$ cat config.mk
export PLATFORM = sky130hd
export DESIGN_NAME = supply_reset_seq
export DESIGN_NICKNAME = d
export VERILOG_FILES = /design/src/rtl/srs_pkg.sv /design/src/rtl/srs_mr_filter.sv /design/src/rtl/srs_release_timer.sv /design/src/rtl/srs_seq_fsm.sv /design/src/rtl/supply_reset_seq.sv
export SDC_FILE = /design/constraint.sdc
export NUM_CORES = 1
export LEC_CHECK = 0
export CORE_MARGIN = 3
export CORE_UTILIZATION = 35
export DETAILED_ROUTE_END_ITERATION = 10
export PLACE_DENSITY = 0.57
export SLEW_MARGIN = 20
export SYNTH_ARGS = -nofsm -noshare
export SYNTH_HDL_FRONTEND = slang
export SYNTH_HIERARCHICAL = 1
export SYNTH_SLANG_ARGS = --single-unit
$ cat constraint.sdc
create_clock -name clk -period 3.35 [get_ports clk]
set_input_delay 0.335 -clock clk [delete_from_list [all_inputs] [get_ports clk]]
set_output_delay 0.335 -clock clk [all_outputs]
set_load 0.05 [all_outputs]
$ cat src/rtl/srs_pkg.sv
package srs_pkg;
    typedef enum logic [1:0] {
        ST_UNDERV = 2'd0,
        ST_MANUAL = 2'd1,
        ST_DELAY  = 2'd2,
        ST_RUN    = 2'd3
    } seq_state_t;
endpackage

$ cat src/rtl/srs_mr_filter.sv
// Synchronises the manual request and qualifies it by width.
module srs_mr_filter #(
    parameter int SYNC_STAGES = 2,
    parameter int QUAL_CYC    = 2,
    localparam int QW         = $clog2(QUAL_CYC + 1)
) (
    input  logic clk,
    input  logic rst_n,
    input  logic mr_async,
    output logic mr_hold
);
    logic [SYNC_STAGES-1:0] sync_q;
    logic [QW-1:0]          width_q;
    logic                   mr_s;

    for (genvar i = 0; i < SYNC_STAGES; i++) begin : g_sync
        if (i == 0) begin : g_first
            always_ff @(posedge clk or negedge rst_n) begin
                if (!rst_n) sync_q[0] <= 1'b0;
                else        sync_q[0] <= mr_async;
            end
        end else begin : g_next
            always_ff @(posedge clk or negedge rst_n) begin
                if (!rst_n) sync_q[i] <= 1'b0;
                else        sync_q[i] <= sync_q[i-1];
            end
        end
    end

    assign mr_s = sync_q[SYNC_STAGES-1];

    always_ff @(posedge clk or negedge rst_n) begin
        if (!rst_n)                       width_q <= '0;
        else if (!mr_s)                   width_q <= '0;
        else if (width_q != QW'(QUAL_CYC)) width_q <= width_q + QW'(1);
    end

    assign mr_hold = (width_q == QW'(QUAL_CYC));
endmodule

$ cat src/rtl/srs_release_timer.sv
// Counts the release delay; the limit is captured while idle.
module srs_release_timer #(
    parameter int CW    = 24,
    parameter int LIM_A = 5000,
    parameter int LIM_B = 10000,
    parameter int LIM_C = 20000
) (
    input  logic          clk,
    input  logic          rst_n,
    input  logic          run,
    input  logic [1:0]    sel,
    output logic          done
);
    logic [CW-1:0] cnt_q;
    logic [CW-1:0] lim_q;
    logic [CW-1:0] lim_pick;

    always_comb begin
        unique case (sel)
            2'b00:   lim_pick = CW'(LIM_A);
            2'b01:   lim_pick = CW'(LIM_B);
            default: lim_pick = CW'(LIM_C);
        endcase
    end

    always_ff @(posedge clk or negedge rst_n) begin
        if (!rst_n) begin
            cnt_q <= '0;
            lim_q <= CW'(LIM_C);
        end else if (!run) begin
            cnt_q <= '0;
            lim_q <= lim_pick;
        end else if (cnt_q != lim_q - CW'(1)) begin
            cnt_q <= cnt_q + CW'(1);
        end
    end

    assign done = run && (cnt_q == lim_q - CW'(1));
endmodule

$ cat src/rtl/srs_seq_fsm.sv
// Reset sequencing state machine.
module srs_seq_fsm
    import srs_pkg::*;
(
    input  logic clk,
    input  logic rst_n,
    input  logic uv_low,
    input  logic ov_high,
    input  logic mr_hold,
    input  logic tmr_done,
    output logic tmr_run,
    output logic rst_out_n,
    output logic pad_pull_en
);
    seq_state_t st_q, st_nxt;
    logic       sup_ok_q;

    // Supply confirmed: set by upper flag, cleared by lower flag.
    always_ff @(posedge clk or negedge rst_n) begin
        if (!rst_n)       sup_ok_q <= 1'b0;
        else if (uv_low)  sup_ok_q <= 1'b0;
        else if (ov_high) sup_ok_q <= 1'b1;
    end

    always_comb begin
        st_nxt = st_q;
        if (uv_low) begin
            st_nxt = ST_UNDERV;
        end else if (mr_hold) begin
            st_nxt = ST_MANUAL;
        end else begin
            unique case (st_q)
                ST_UNDERV: if (ov_high) st_nxt = ST_DELAY;
                ST_MANUAL: st_nxt = (sup_ok_q || ov_high) ? ST_DELAY : ST_UNDERV;
                ST_DELAY:  if (tmr_done) st_nxt = ST_RUN;
                ST_RUN:    st_nxt = ST_RUN;
                default:   st_nxt = ST_UNDERV;
            endcase
        end
    end

    always_ff @(posedge clk or negedge rst_n) begin
        if (!rst_n) st_q <= ST_UNDERV;
        else        st_q <= st_nxt;
    end

    always_comb begin
        tmr_run     = (st_q == ST_DELAY);
        rst_out_n   = (st_q == ST_RUN);
        pad_pull_en = (st_q != ST_RUN);
    end
endmodule

$ cat src/rtl/supply_reset_seq.sv
module supply_reset_seq #(
    parameter int CLK_HZ      = 50_000_000,
    parameter int DLY_A_MS    = 50,
    parameter int DLY_B_MS    = 100,
    parameter int DLY_C_MS    = 200,
    parameter int MR_MIN_US   = 15,
    parameter int SYNC_STAGES = 2
) (
    input  logic       clk,
    input  logic       rst_n,
    input  logic       uv_low,
    input  logic       ov_high,
    input  logic       mr_req,
    input  logic [1:0] dly_sel,
    output logic       rst_out_n,
    output logic       pad_pull_en
);
    localparam int CYC_PER_MS = CLK_HZ / 1000;
    localparam int LIM_A      = CYC_PER_MS * DLY_A_MS;
    localparam int LIM_B      = CYC_PER_MS * DLY_B_MS;
    localparam int LIM_C      = CYC_PER_MS * DLY_C_MS;
    localparam int LIM_AB     = (LIM_A > LIM_B) ? LIM_A : LIM_B;
    localparam int LIM_MAX    = (LIM_AB > LIM_C) ? LIM_AB : LIM_C;
    localparam int CNT_W      = $clog2(LIM_MAX + 1);
    localparam int QUAL_RAW   = (CYC_PER_MS * MR_MIN_US + 999) / 1000;
    localparam int QUAL_CYC   = (QUAL_RAW < 1) ? 1 : QUAL_RAW;

    logic mr_hold;
    logic tmr_run;
    logic tmr_done;

    srs_mr_filter #(
        .SYNC_STAGES (SYNC_STAGES),
        .QUAL_CYC    (QUAL_CYC)
    ) u_mr (
        .clk      (clk),
        .rst_n    (rst_n),
        .mr_async (mr_req),
        .mr_hold  (mr_hold)
    );

    srs_release_timer #(
        .CW    (CNT_W),
        .LIM_A (LIM_A),
        .LIM_B (LIM_B),
        .LIM_C (LIM_C)
    ) u_tmr (
        .clk   (clk),
        .rst_n (rst_n),
        .run   (tmr_run),
        .sel   (dly_sel),
        .done  (tmr_done)
    );

    srs_seq_fsm u_fsm (
        .clk         (clk),
        .rst_n       (rst_n),
        .uv_low      (uv_low),
        .ov_high     (ov_high),
        .mr_hold     (mr_hold),
        .tmr_done    (tmr_done),
        .tmr_run     (tmr_run),
        .rst_out_n   (rst_out_n),
        .pad_pull_en (pad_pull_en)
    );
endmodule

==> flow_summary_export.csv <==
group,metric,value,unit
synthesis,synth_area_leaders,"dfrtp_1 (38%), a21oi_1 (4.7%), or3_1 (4.1%), o21ai_0 (4.0%), xnor2_1 (3.2%)",
critical_path,critPathLaunchType,"register",
layout,area_growth,8.47,%
routing,routed_wl,6080,um
place,dp.cells,398,
clock_tree,cts_resized,0,
clock_tree,clk_pin_slew_worst_paths,0.09,ns
critical_path,cpMaxStageDelayCell,"or4b_4",
routing,num_vias,2274,
pwr,comb_power_share,9.9,%
critical_path,reg2reg_depth,10,
global_route,grt_max_degree,47,
synthesis,netlist_area,2760,um^2
routing,drt-vias-per-instance,5.60,
die,num_rows,31,
critical_path,crit_top_cell,"o311ai_1",
sta,rsz0062_at_grt,"no",
layout,final_area,3000,um^2
die,ios,9,
global_route,antenna_found_initial,0,
critical_path,end_kind,"register",
synthesis,async_flop_share,100,%
layout,layout_commonest_cell,"dfrtp_1",
clock_tree,root_buffer,"clkbuf_8",
routing,wl_per_cell,15.0,um
pwr,switching_share,25.1,%
layout,drive_above_1_share,8.14,%
critical_path,critPathKind,"reg -> reg",
critical_path,path_buf_inv,2,
die,die_x,94.9,um
pwr,power_frac_clock,36.8,%
clock_tree,h-tree-depth,2,
synthesis,yosys_most_used_dff,"dfrtp_1",
status,outcome,"completed",
synthesis,synth_area_leader_cell,"dfrtp_1",
routing,drc,0,
clock_tree,cts_tree,"built",
job,max_cap_violations,0,
synthesis,synth_cell_types,58,
synthesis,syn_avg_cell_area,9.00,um^2
place,port_buffers,8,
routing,drtIter0Drc,84,
clock_tree,ctsLongestPathBuffers,2,
clock_tree,clock_latency,0.30,ns
critical_path,critPathTopFamily,"simple AND/OR/NAND/NOR gates",
synthesis,yosysSeqAreaShare,40.9,%
layout,final_cell_mix,"dfrtp_1 (42), a21oi_1 (26), nand2_1 (22), o21ai_0 (22), or3_1 (18)",
layout,diodes,0,
hold_path,hold_class,"in -> async",
sta,setup_tns,0,ns
sta,min_period_over_period,89.8,%
critical_path,critPathMaxStageDelay,0.52,ns
die,die_y,94.9,um
pwr,p_leak,1.12,nW
routing,first_pass_iters,4,
routing,drtAntennaViolNets,0,
sta,final.min_clock_period,3.01,ns
sta,setup_viol,0,
clock_tree,cts_setup_buffers,0,
pwr,intPower,0.000829,W
sta,max_freq,332,MHz
pwr,irDropWorstVdd,0.000143,V
critical_path,worstPathRequired,3.57,ns
critical_path,reg2reg_from,"u_tmr/lim_q[22]",
place,place_area,2890,um^2
critical_path,r2r-end,"u_tmr/cnt_q[15]",
die,start_util,37.1,%
critical_path,ff2ff_setup_slack,0.34,ns
sta,finClkSkew,0.00558,ns
synthesis,synth-seq-cells,45,
clock_tree,cts_hold_buf,0,
layout,nNetsFinal,317,
critical_path,cp_cell_sequence,"inv_1 > ha_1 > or4b_4 > o311ai_1 > o31ai_1 > o311ai_1 > nor4_4 > buf_12 > or4_1 > a21oi_1",
synthesis,netlist_instances,307,
sta,hold_viol,0,
pwr,power.density,369,nW/um^2
layout,n_fill_cell,777,
synthesis,syn-num-nets,318,
die,die_area,9000,um^2
critical_path,cp_max_fo,46,
synthesis,synth_edf_count,0,
global_route,grt_pass1_wl,10700,um
synthesis,netlist.area_leader.share,38.0,%
critical_path,critPathArrivalTime,3.23,ns
sta,maxSlewHeadroom,48.9,%
synthesis,synth_warnings,6,
layout,post_layout_nonfiller_instances,406,
global_route,grt_pass1_vias,2166,
die,core,7450,um^2
clock_tree,cts.sinks,45,
global_route,grt.total_usage,14.9,%
place,dp_hpwl,4230,um
sta,finalMaxSlewViolations,0,
layout,regArea,1130,um^2
clock_tree,cts_made_buffers,5,
layout,multiInputGateArea,1480,um^2
pwr,power_frac_seq,53.3,%
place,gp_congestion,0.845,
sta,tightest_slew,0.766,ns
pwr,p_sw,0.000278,W
global_route,gr-total-overflow,0,
-- metal layers --
metal / vias to the layer above / GRT usage (%) / part of all wire, %
li1: 1126 / - / -
met1: 1093 / 21.9 / 50
met2: 48 / 22.1 / 45
met3: 7 / 2.55 / 3.6
met4: 0 / 4.81 / 1.3
met5: - / 0 / 0
-- cell families after synthesis --
group,share of synthesized area (%)
DFF,40.9
and+or+nand+nor,25.8
AOI/OAI and AO/OA,18.9
muxes,2.58
buffers and inverters,5.61
adders and majority gates,1.81
xor gates and xnor gates,4.44
-- how the worst max path moves through the flow --
stage | start | endpoint | depth (start not counted) | slack [ns]
3_5_place_dp | u_tmr/lim_q[22] | u_tmr/cnt_q[7] | 10 | 0.42
5_1_grt | u_tmr/lim_q[22] | u_tmr/cnt_q[7] | 10 | 0.19
3_3_place_gp | u_tmr/lim_q[21] | u_fsm/st_q[0] | 11 | 0.51
4_1_cts | u_tmr/lim_q[22] | u_tmr/cnt_q[15] | 10 | 0.39
6_report | u_tmr/lim_q[22] | u_tmr/cnt_q[15] | 10 | 0.34
2_1_floorplan | u_tmr/lim_q[22] | u_fsm/st_q[0] | 13 | 0.47
-- power by group through the flow --
stage	Sequential [W]	Combinational, W	Clock [W]
after floorplan	0.000579	0.0000984	0
after global placement	0.000601	0.000109	0
after detailed placement	0.000601	0.000110	0
after CTS	0.000590	0.000111	0.000427
after global routing	0.000594	0.000125	0.000447
final	0.000590	0.000109	0.000408
-- registers in the layout, indices dropped and copies added, names as in the netlist --
register        count
u_mr/sync_q         1
u_mr/width_q       10
u_mr/mr_s           1
u_fsm/sup_ok_q      1
u_tmr/cnt_q        24
u_fsm/st_q          2
u_tmr/lim_q         6
-- per-stage QoR --
stage / util, % / power (W) / hold WS (ns) / worst slack, ns
2_1_floorplan: - / 0.000677 / 0.0394 / 0.471
3_3_place_gp: 38.8 / 0.000709 / 0.333 / 0.509
3_5_place_dp: 38.8 / 0.000710 / 0.343 / 0.420
4_1_cts: 40.2 / 0.00113 / 0.246 / 0.389
5_1_grt: 40.3 / 0.00117 / 0.0641 / 0.194
6_report: 40.3 / 0.00111 / 0.0258 / 0.341
-- area by class of cell --
type	instances	share of cell area [%]
multi-input combinational	230	49.3
timing repair buffer	10	3.51
clock inverter	2	1.17
tap	99	4.13
sequential	45	37.7
inverter	14	1.75
clock buffer	6	2.42
-- synthesized netlist by cell type, types with 5 or more instances --
master,n
buf_2,7
xnor2_1,10
clkbuf_1,6
or3_1,18
nand3_1,13
nor4_1,5
or4_1,5
nor2_1,13
and3_1,5
a21oi_1,26
dfrtp_1,42
o21ai_0,22
nand2b_1,7
mux2i_1,6
inv_1,14
nand4_1,10
nand2_1,22
nor3_1,6
o31ai_1,7
Power figures use the tool's default switching activity.
